$ cat src/rtl/rx_dst_filter_pkg.sv
// Package: shared constants and the mode record for the destination filter.
package rx_dst_filter_pkg;

    localparam logic [31:0] CRC_POLY = 32'h04C1_1DB7;
    localparam logic [31:0] CRC_SEED = 32'hFFFF_FFFF;

    // Filter modes latched at start-of-frame
    typedef struct packed {
        logic promisc;
        logic all_mc;
        logic hash_mc;
    } filt_mode_t;

endpackage

$ cat src/rtl/rdf_crc_step.sv
// Module: rdf_crc_step
// Advances a CRC-32 (left-shifting, no reflection of the register) by one
// byte taken least significant bit first. Purely combinational.
// Assumes the caller supplies the seed for the first byte.
module rdf_crc_step
    import rx_dst_filter_pkg::*;
#(
    parameter int DATA_W = 8,
    parameter int CRC_W  = 32
) (
    input  logic [CRC_W-1:0]  crc_in,
    input  logic [DATA_W-1:0] data_in,
    output logic [CRC_W-1:0]  crc_out
);

    // Bit-serial update unrolled over the byte
    always_comb begin
        logic [CRC_W-1:0] c;
        logic             fb;
        c = crc_in;
        for (int b = 0; b < DATA_W; b++) begin
            fb = c[CRC_W-1] ^ data_in[b];
            c  = {c[CRC_W-2:0], 1'b0};
            if (fb) c = c ^ CRC_POLY[CRC_W-1:0];
        end
        crc_out = c;
    end

endmodule

$ cat src/rtl/rdf_addr_capture.sv
// Module: rdf_addr_capture
// Gathers the destination address bytes of a frame and runs the CRC over
// them. Exposes the address and CRC including the byte on the input this
// cycle, plus a strobe for the cycle in which the last address byte arrives.
// Assumes sof is only meaningful together with byte_vld and ADDR_BYTES > 1.
module rdf_addr_capture
    import rx_dst_filter_pkg::*;
#(
    parameter int ADDR_BYTES = 6,
    parameter int DATA_W     = 8,
    parameter int CRC_W      = 32,
    localparam int ADDR_W    = ADDR_BYTES * DATA_W,
    localparam int CNT_W     = $clog2(ADDR_BYTES + 1)
) (
    input  logic              clk,
    input  logic              rst_n,
    input  logic              sof,
    input  logic              byte_vld,
    input  logic [DATA_W-1:0] byte_data,
    output logic [ADDR_W-1:0] addr_now,
    output logic [CRC_W-1:0]  crc_now,
    output logic              addr_done
);

    localparam logic [CNT_W-1:0] CNT_FULL = CNT_W'(ADDR_BYTES);
    localparam logic [CNT_W-1:0] CNT_LAST = CNT_W'(ADDR_BYTES - 1);

    logic [CNT_W-1:0]  cnt_q;
    logic [ADDR_W-1:0] addr_q;
    logic [CRC_W-1:0]  crc_q;
    logic [CNT_W-1:0]  pos;
    logic [CRC_W-1:0]  crc_base;
    logic [CRC_W-1:0]  crc_stepped;
    logic              take;

    assign pos      = sof ? '0 : cnt_q;
    assign take     = byte_vld && (sof || (cnt_q < CNT_FULL));
    assign crc_base = sof ? CRC_SEED[CRC_W-1:0] : crc_q;

    rdf_crc_step #(
        .DATA_W (DATA_W),
        .CRC_W  (CRC_W)
    ) u_crc (
        .crc_in  (crc_base),
        .data_in (byte_data),
        .crc_out (crc_stepped)
    );

    // Overlay the incoming byte onto the stored address
    always_comb begin
        addr_now = addr_q;
        for (int i = 0; i < ADDR_BYTES; i++) begin
            if (take && (pos == CNT_W'(i))) addr_now[i*DATA_W +: DATA_W] = byte_data;
        end
    end

    assign crc_now   = take ? crc_stepped : crc_q;
    assign addr_done = byte_vld && !sof && (cnt_q == CNT_LAST);

    // Byte counter, address store and running CRC
    always_ff @(posedge clk) begin
        if (!rst_n) begin
            cnt_q  <= CNT_FULL;
            addr_q <= '0;
            crc_q  <= CRC_SEED[CRC_W-1:0];
        end else if (take) begin
            cnt_q  <= pos + 1'b1;
            addr_q <= addr_now;
            crc_q  <= crc_stepped;
        end
    end

    p_cnt_bound_r8: assert property (@(posedge clk) disable iff (!rst_n)
        cnt_q <= CNT_FULL);

    p_sof_restart_r8: assert property (@(posedge clk) disable iff (!rst_n)
        (sof && byte_vld) |=> (cnt_q == CNT_W'(1)));

endmodule

$ cat src/rtl/rdf_decide.sv
// Module: rdf_decide
// Combinational accept rule: promiscuous, broadcast, multicast by mode or
// hash bin, unicast by exact station match. Assumes the address is laid
// out with the first received byte in the lowest byte lane.
module rdf_decide
    import rx_dst_filter_pkg::*;
#(
    parameter int ADDR_W  = 48,
    parameter int CRC_W   = 32,
    parameter int HASH_W  = 6,
    localparam int WORD_W = 1 << (HASH_W - 1)
) (
    input  logic [ADDR_W-1:0] addr,
    input  logic [CRC_W-1:0]  crc,
    input  logic [ADDR_W-1:0] station,
    input  logic [WORD_W-1:0] hash_lo,
    input  logic [WORD_W-1:0] hash_hi,
    input  filt_mode_t        mode,
    output logic              accept
);

    logic [HASH_W-1:0] idx;
    logic              bin;
    logic              is_mc;
    logic              is_bc;
    logic              is_mine;

    assign idx     = crc[CRC_W-1 -: HASH_W];
    assign bin     = idx[HASH_W-1] ? hash_hi[idx[HASH_W-2:0]] : hash_lo[idx[HASH_W-2:0]];
    assign is_mc   = addr[0];
    assign is_bc   = &addr;
    assign is_mine = (addr == station);

    // Combine the mode bits into one decision
    always_comb begin
        if (mode.promisc || is_bc)
            accept = 1'b1;
        else if (is_mc)
            accept = mode.all_mc || (mode.hash_mc && bin);
        else
            accept = is_mine;
    end

    // with no multicast mode, a non-broadcast multicast address is refused
    always_comb begin
        if (!mode.promisc && !mode.all_mc && !mode.hash_mc && is_mc && !is_bc)
            p_no_mc_reject_r6: assert (!accept);
    end

endmodule

$ cat src/rtl/rx_dst_filter.sv
// Module: rx_dst_filter (top)
// Receive destination address filter. Latches the mode bits with the
// start-of-frame byte, collects the destination address with its CRC, and
// registers one accept decision per frame, held until the next frame.
// Assumes station and hash inputs are stable while a frame's address arrives.
module rx_dst_filter
    import rx_dst_filter_pkg::*;
#(
    parameter int ADDR_BYTES = 6,
    parameter int DATA_W     = 8,
    parameter int HASH_W     = 6,
    parameter int STA_LO_W   = 32,
    localparam int ADDR_W    = ADDR_BYTES * DATA_W,
    localparam int STA_HI_W  = ADDR_W - STA_LO_W,
    localparam int WORD_W    = 1 << (HASH_W - 1),
    localparam int CRC_W     = 32
) (
    input  logic                clk,
    input  logic                rst_n,
    input  logic                sof,
    input  logic                byte_vld,
    input  logic [DATA_W-1:0]   byte_data,
    input  logic [STA_LO_W-1:0] sta_lo,
    input  logic [STA_HI_W-1:0] sta_hi,
    input  logic [WORD_W-1:0]   hash_lo,
    input  logic [WORD_W-1:0]   hash_hi,
    input  logic                mode_promisc,
    input  logic                mode_all_mc,
    input  logic                mode_hash_mc,
    output logic                accept,
    output logic                accept_vld
);

    filt_mode_t        mode_q;
    logic [ADDR_W-1:0] addr_now;
    logic [CRC_W-1:0]  crc_now;
    logic              addr_done;
    logic              verdict;
    logic              frame_start;

    assign frame_start = sof && byte_vld;

    // Sample the filter modes with the first byte of each frame
    always_ff @(posedge clk) begin
        if (!rst_n)
            mode_q <= '0;
        else if (frame_start)
            mode_q <= '{promisc: mode_promisc, all_mc: mode_all_mc, hash_mc: mode_hash_mc};
    end

    rdf_addr_capture #(
        .ADDR_BYTES (ADDR_BYTES),
        .DATA_W     (DATA_W),
        .CRC_W      (CRC_W)
    ) u_capture (
        .clk       (clk),
        .rst_n     (rst_n),
        .sof       (sof),
        .byte_vld  (byte_vld),
        .byte_data (byte_data),
        .addr_now  (addr_now),
        .crc_now   (crc_now),
        .addr_done (addr_done)
    );

    rdf_decide #(
        .ADDR_W (ADDR_W),
        .CRC_W  (CRC_W),
        .HASH_W (HASH_W)
    ) u_decide (
        .addr    (addr_now),
        .crc     (crc_now),
        .station ({sta_hi, sta_lo}),
        .hash_lo (hash_lo),
        .hash_hi (hash_hi),
        .mode    (mode_q),
        .accept  (verdict)
    );

    // Register the decision and hold it until the next frame starts
    always_ff @(posedge clk) begin
        if (!rst_n) begin
            accept     <= 1'b0;
            accept_vld <= 1'b0;
        end else if (frame_start) begin
            accept_vld <= 1'b0;
        end else if (addr_done) begin
            accept     <= verdict;
            accept_vld <= 1'b1;
        end
    end

    p_vld_timing_r8: assert property (@(posedge clk) disable iff (!rst_n)
        $rose(accept_vld) |-> $past(addr_done));

    p_sof_clear_r9: assert property (@(posedge clk) disable iff (!rst_n)
        frame_start |=> !accept_vld);

    p_hold_r9: assert property (@(posedge clk) disable iff (!rst_n)
        (accept_vld && !frame_start) |=> (accept_vld && $stable(accept)));

    p_promisc_accept_r3: assert property (@(posedge clk) disable iff (!rst_n)
        (accept_vld && mode_q.promisc) |-> accept);

    p_bcast_accept_r7: assert property (@(posedge clk) disable iff (!rst_n)
        ($rose(accept_vld) && $past(&addr_now)) |-> accept);

    p_mode_hold_r10: assert property (@(posedge clk) disable iff (!rst_n)
        !frame_start |=> $stable(mode_q));

endmodule

$ cat config.mk
export PLATFORM = sky130hd
export DESIGN_NAME = rx_dst_filter
export DESIGN_NICKNAME = d
export VERILOG_FILES = /design/src/rtl/rx_dst_filter_pkg.sv /design/src/rtl/rdf_crc_step.sv /design/src/rtl/rdf_addr_capture.sv /design/src/rtl/rdf_decide.sv /design/src/rtl/rx_dst_filter.sv
export SDC_FILE = /design/constraint.sdc
export NUM_CORES = 1
export LEC_CHECK = 0
export ABC_AREA = 1
export BUFFER_PORTS_ARGS = -buffer_cell sky130_fd_sc_hd__clkbuf_2
export CAP_MARGIN = 40
export CORE_MARGIN = 4
export CORE_UTILIZATION = 60
export DETAILED_ROUTE_END_ITERATION = 16
export GPL_TIMING_DRIVEN = 0
export PLACE_DENSITY = 0.87
export SYNTH_ARGS = -nofsm -noshare
export SYNTH_HDL_FRONTEND = slang
export SYNTH_SLANG_ARGS = --single-unit
$ cat constraint.sdc
create_clock -name clk -period 4.95 [get_ports clk]
set_input_delay 0.495 -clock clk [delete_from_list [all_inputs] [get_ports clk]]
set_output_delay 0.495 -clock clk [all_outputs]
set_load 0.005 [all_outputs]
==> impl_metrics.env <==
export IMPL_status="finished, final reports clean"
export IMPL_portBuffers=128
export IMPL_antenna_found_initial=0
export IMPL_crit_cells=19
export IMPL_arrival_ns=4.46
export IMPL_wl_per_cell_um=15.2
export IMPL_cts_resized=0
export IMPL_drive_gt1_share_pct=21.1
export IMPL_path_class="input pin to flip-flop"
export IMPL_dp_hpwl_mm=13.3
export IMPL_syn_area_per_cell_sq_um=6.86
export IMPL_clkTransAtPathRegs_ns=0.09
export IMPL_p_leak_nw=3.14
export IMPL_yosys_most_used_dff="dfxtp_1"
export IMPL_synth_edf_count=0
export IMPL_period_share_pct=83.9
export IMPL_dr_pass1_iters=5
export IMPL_grt_pass1_vias=5894
export IMPL_fin_crit_ns=4.15
export IMPL_post_route_util_pct=71.7
export IMPL_tightest_slew_ns=0.692
export IMPL_rsz0062_at_grt="no"
export IMPL_whs_path_depth=3
export IMPL_synth_distinct_cells=50
export IMPL_path_delay_family="buffers and inverters"
export IMPL_viasPerCell=5.48
export IMPL_path_cells="clkbuf_2, buf_6, buf_8, clkbuf_1, buf_1, nor2_1, inv_1, ha_1, nand2_1, nor2_4, buf_4, nand2_1, o21ai_1, nand4_1, nor4_1, nand4_1, o211ai_1, nor2_1, a21oi_2"
export IMPL_diodes=0
export IMPL_power_frac_seq_pct=39.0
export IMPL_critPathRequiredTime_ns=5.26
export IMPL_worst_path_buf_inv=7
export IMPL_overflow=0
export IMPL_reg2reg_from="u_capture.cnt_q[0]$_SDFFE_PN0P_"
export IMPL_cts_buffer_depth=2
export IMPL_cp_end_kind="flip-flop"
export IMPL_synth_area_sq_um=6010
export IMPL_startpoint="sof"
export IMPL_final_nets=1147
export IMPL_netlist_area_leader_share_pct=29.3
export IMPL_synthTopCellsByArea="dfxtp_1 29%, nand2_1 9.6%, nand3_1 9.0%, nor2_1 6.7%, xor2_1 5.8%"
export IMPL_vias=6313
export IMPL_p_sw_share_pct=37.2
export IMPL_initial_utilization_pct=61.5
export IMPL_cts_sinks=88
export IMPL_power_switching_mw=0.749
export IMPL_grt_max_degree=16
export IMPL_ys_seq_area_share_pct=29.3
export IMPL_synth_top_area_cell="dfxtp_1"
export IMPL_synth_cells_most_frequent="154 x nand2_1, 108 x nand3_1, 107 x nor2_1"
export IMPL_cpPeakStageDelay_ns=0.60
export IMPL_grt_first_pass_wirelength_mm=27.8
export IMPL_crit_slowest_cell="nor4_1"
export IMPL_cts_made_buffers=9
export IMPL_core_sq_um=9770
export IMPL_syn_nets=1008
export IMPL_route_detailed_drc=0
export IMPL_rr_endpoint="accept$_SDFFE_PN0P_"
export IMPL_ys_warn_count=0
export IMPL_ff2ff_setup_slack_ns=1.81
export IMPL_pwr_share_clk_pct=25.8
export IMPL_place_inst=1137
export IMPL_final_setup_viol_count=0
export IMPL_insertion_delay_ns=0.38
export IMPL_cts_setup_buffers=0
export IMPL_slew_headroom_pct=53.4
export IMPL_fp_row_count=36
export IMPL_cts_root_buf="clkbuf_8"
export IMPL_async_flop_share_pct=0
export IMPL_synth_cells=876
export IMPL_routabilityCongestion=0.953
export IMPL_grt_use_total_pct=30.0
export IMPL_antenna_left=0
export IMPL_hold_viol=0
export IMPL_powerDensity_nw_per_um2=287
export IMPL_area_delta_synth_final_pct=16.7
export IMPL_synth_most_common_cell="nand2_1"
export IMPL_max_freq_mhz=241
export IMPL_num_io_pins=129
export IMPL_p_comb_share_pct=35.2
export IMPL_hp_class="input pin to flip-flop"
export IMPL_drtIter0Drc=482
export IMPL_worstPathMaxFanout=10
export IMPL_tns_ns=0
export IMPL_drv_cap=0
export IMPL_ir_drop_uv=145
export IMPL_h_tree_depth=3
export IMPL_die_height_um=108
export IMPL_drv_slew=0
export IMPL_die_area_sq_um=11700
export IMPL_layoutNonFillerInstCount=1153
export IMPL_ys_ff_latch=88
export IMPL_p_int_mw=1.27
export IMPL_die_x_um=108
export IMPL_hold_ws_ns=0.396
export IMPL_skew_ns=0.0140
export IMPL_cts_hold_buf=0
export IMPL_start_kind="input pin"
export IMPL_reg2regPathDepth=14
export IMPL_wirelength_mm=17.5
export IMPL_cts_tree="done"
export IMPL_endpoint="accept$_SDFFE_PN0P_"
routing by layer:
metal  wire length [um]  track usage [%]
met1               7120             37.2
met2               8270             51.1
met3               1470             5.07
met4                659             12.8
met5                  0                0
registers in the layout (all words and copies together) (netlist names):
signal            count
u_capture.cnt_q       3
mode_q                3
u_capture.addr_q     48
u_capture.crc_q      32
accept_vld            1
accept                1
power groups by stage:
stage | Combinational [mW] | Sequential [mW] | Clock, mW
floorplan | 0.517 | 0.793 | 0
finish | 0.710 | 0.786 | 0.519
detailed placement | 0.697 | 0.801 | 0
CTS | 0.702 | 0.785 | 0.513
global route | 0.788 | 0.791 | 0.552
global placement | 0.685 | 0.800 | 0
how the worst min path moves through the flow:
stage	start	to
2_1_floorplan	u_capture.crc_q[5]$_SDFFE_PN1P_	u_capture.crc_q[5]$_SDFFE_PN1P_
3_3_place_gp	u_capture.crc_q[5]$_SDFFE_PN1P_	u_capture.crc_q[5]$_SDFFE_PN1P_
6_report	mode_hash_mc	mode_q[0]$_SDFFE_PN0P_
5_1_grt	mode_hash_mc	mode_q[0]$_SDFFE_PN0P_
3_5_place_dp	u_capture.crc_q[5]$_SDFFE_PN1P_	u_capture.crc_q[5]$_SDFFE_PN1P_
4_1_cts	mode_hash_mc	mode_q[0]$_SDFFE_PN0P_
logic make-up after synthesis:
logic type,synth area share (%)
AOI/OAI and AO/OA,14.3
xor gates and xnor gates,11.5
adders and majority gates,1.04
buffers and inverters,10.7
DFF,29.3
and+or+nand+nor,33.2
area by class of cell:
class / instances / area (sq um)
Clock buffer: 10 / 128
Timing Repair Buffer: 128 / 641
Inverter: 97 / 369
Multi-Input combinational cell: 652 / 3610
Buffer: 39 / 273
Sequential cell: 88 / 1760
Tap cell: 133 / 166
Clock inverter: 6 / 66.3
Fill cell: 862 / 2760
cell usage in the layout, fill, tap and decap left out, types with 4 or more instances in the layout:
cell / count
nor2_1: 107
nand3_1: 108
clkbuf_1: 16
nand4_1: 11
xor2_1: 40
buf_6: 10
dfxtp_1: 88
nand2_1: 154
buf_2: 4
inv_1: 90
xnor2_1: 24
o22ai_1: 5
o21ai_0: 65
nor4_1: 11
clkbuf_2: 128
clkbuf_8: 9
ha_1: 5
a21oi_1: 46
o21ai_1: 13
inv_2: 5
nand2_2: 11
buf_4: 5
worst register-to-register path, cell delays in order, from the launching register on:
cell and delay [ns]:
dfxtp_1 0.34, inv_1 0.06, nor2_1 0.19, inv_1 0.12
ha_1 0.21, nand4_2 0.19, buf_2 0.27, nand2_1 0.08
o21ai_1 0.31, nand4_1 0.16, nor4_1 0.60, nand4_1 0.17
o211ai_1 0.20, nor2_1 0.08, a21oi_2 0.12
stage by stage:
stage | setup WS [ns] | area (sq um) | power, mW
final | 0.797 | 7010 | 2.01
after global routing | 0.623 | 7010 | 2.13
after CTS | 0.934 | 7010 | 2.00
after detailed placement | 0.569 | 6820 | 1.50
after global placement | 0.647 | 6820 | 1.48
after floorplan | 1.77 | 6010 | 1.31
Power figures use the tool's default switching activity.
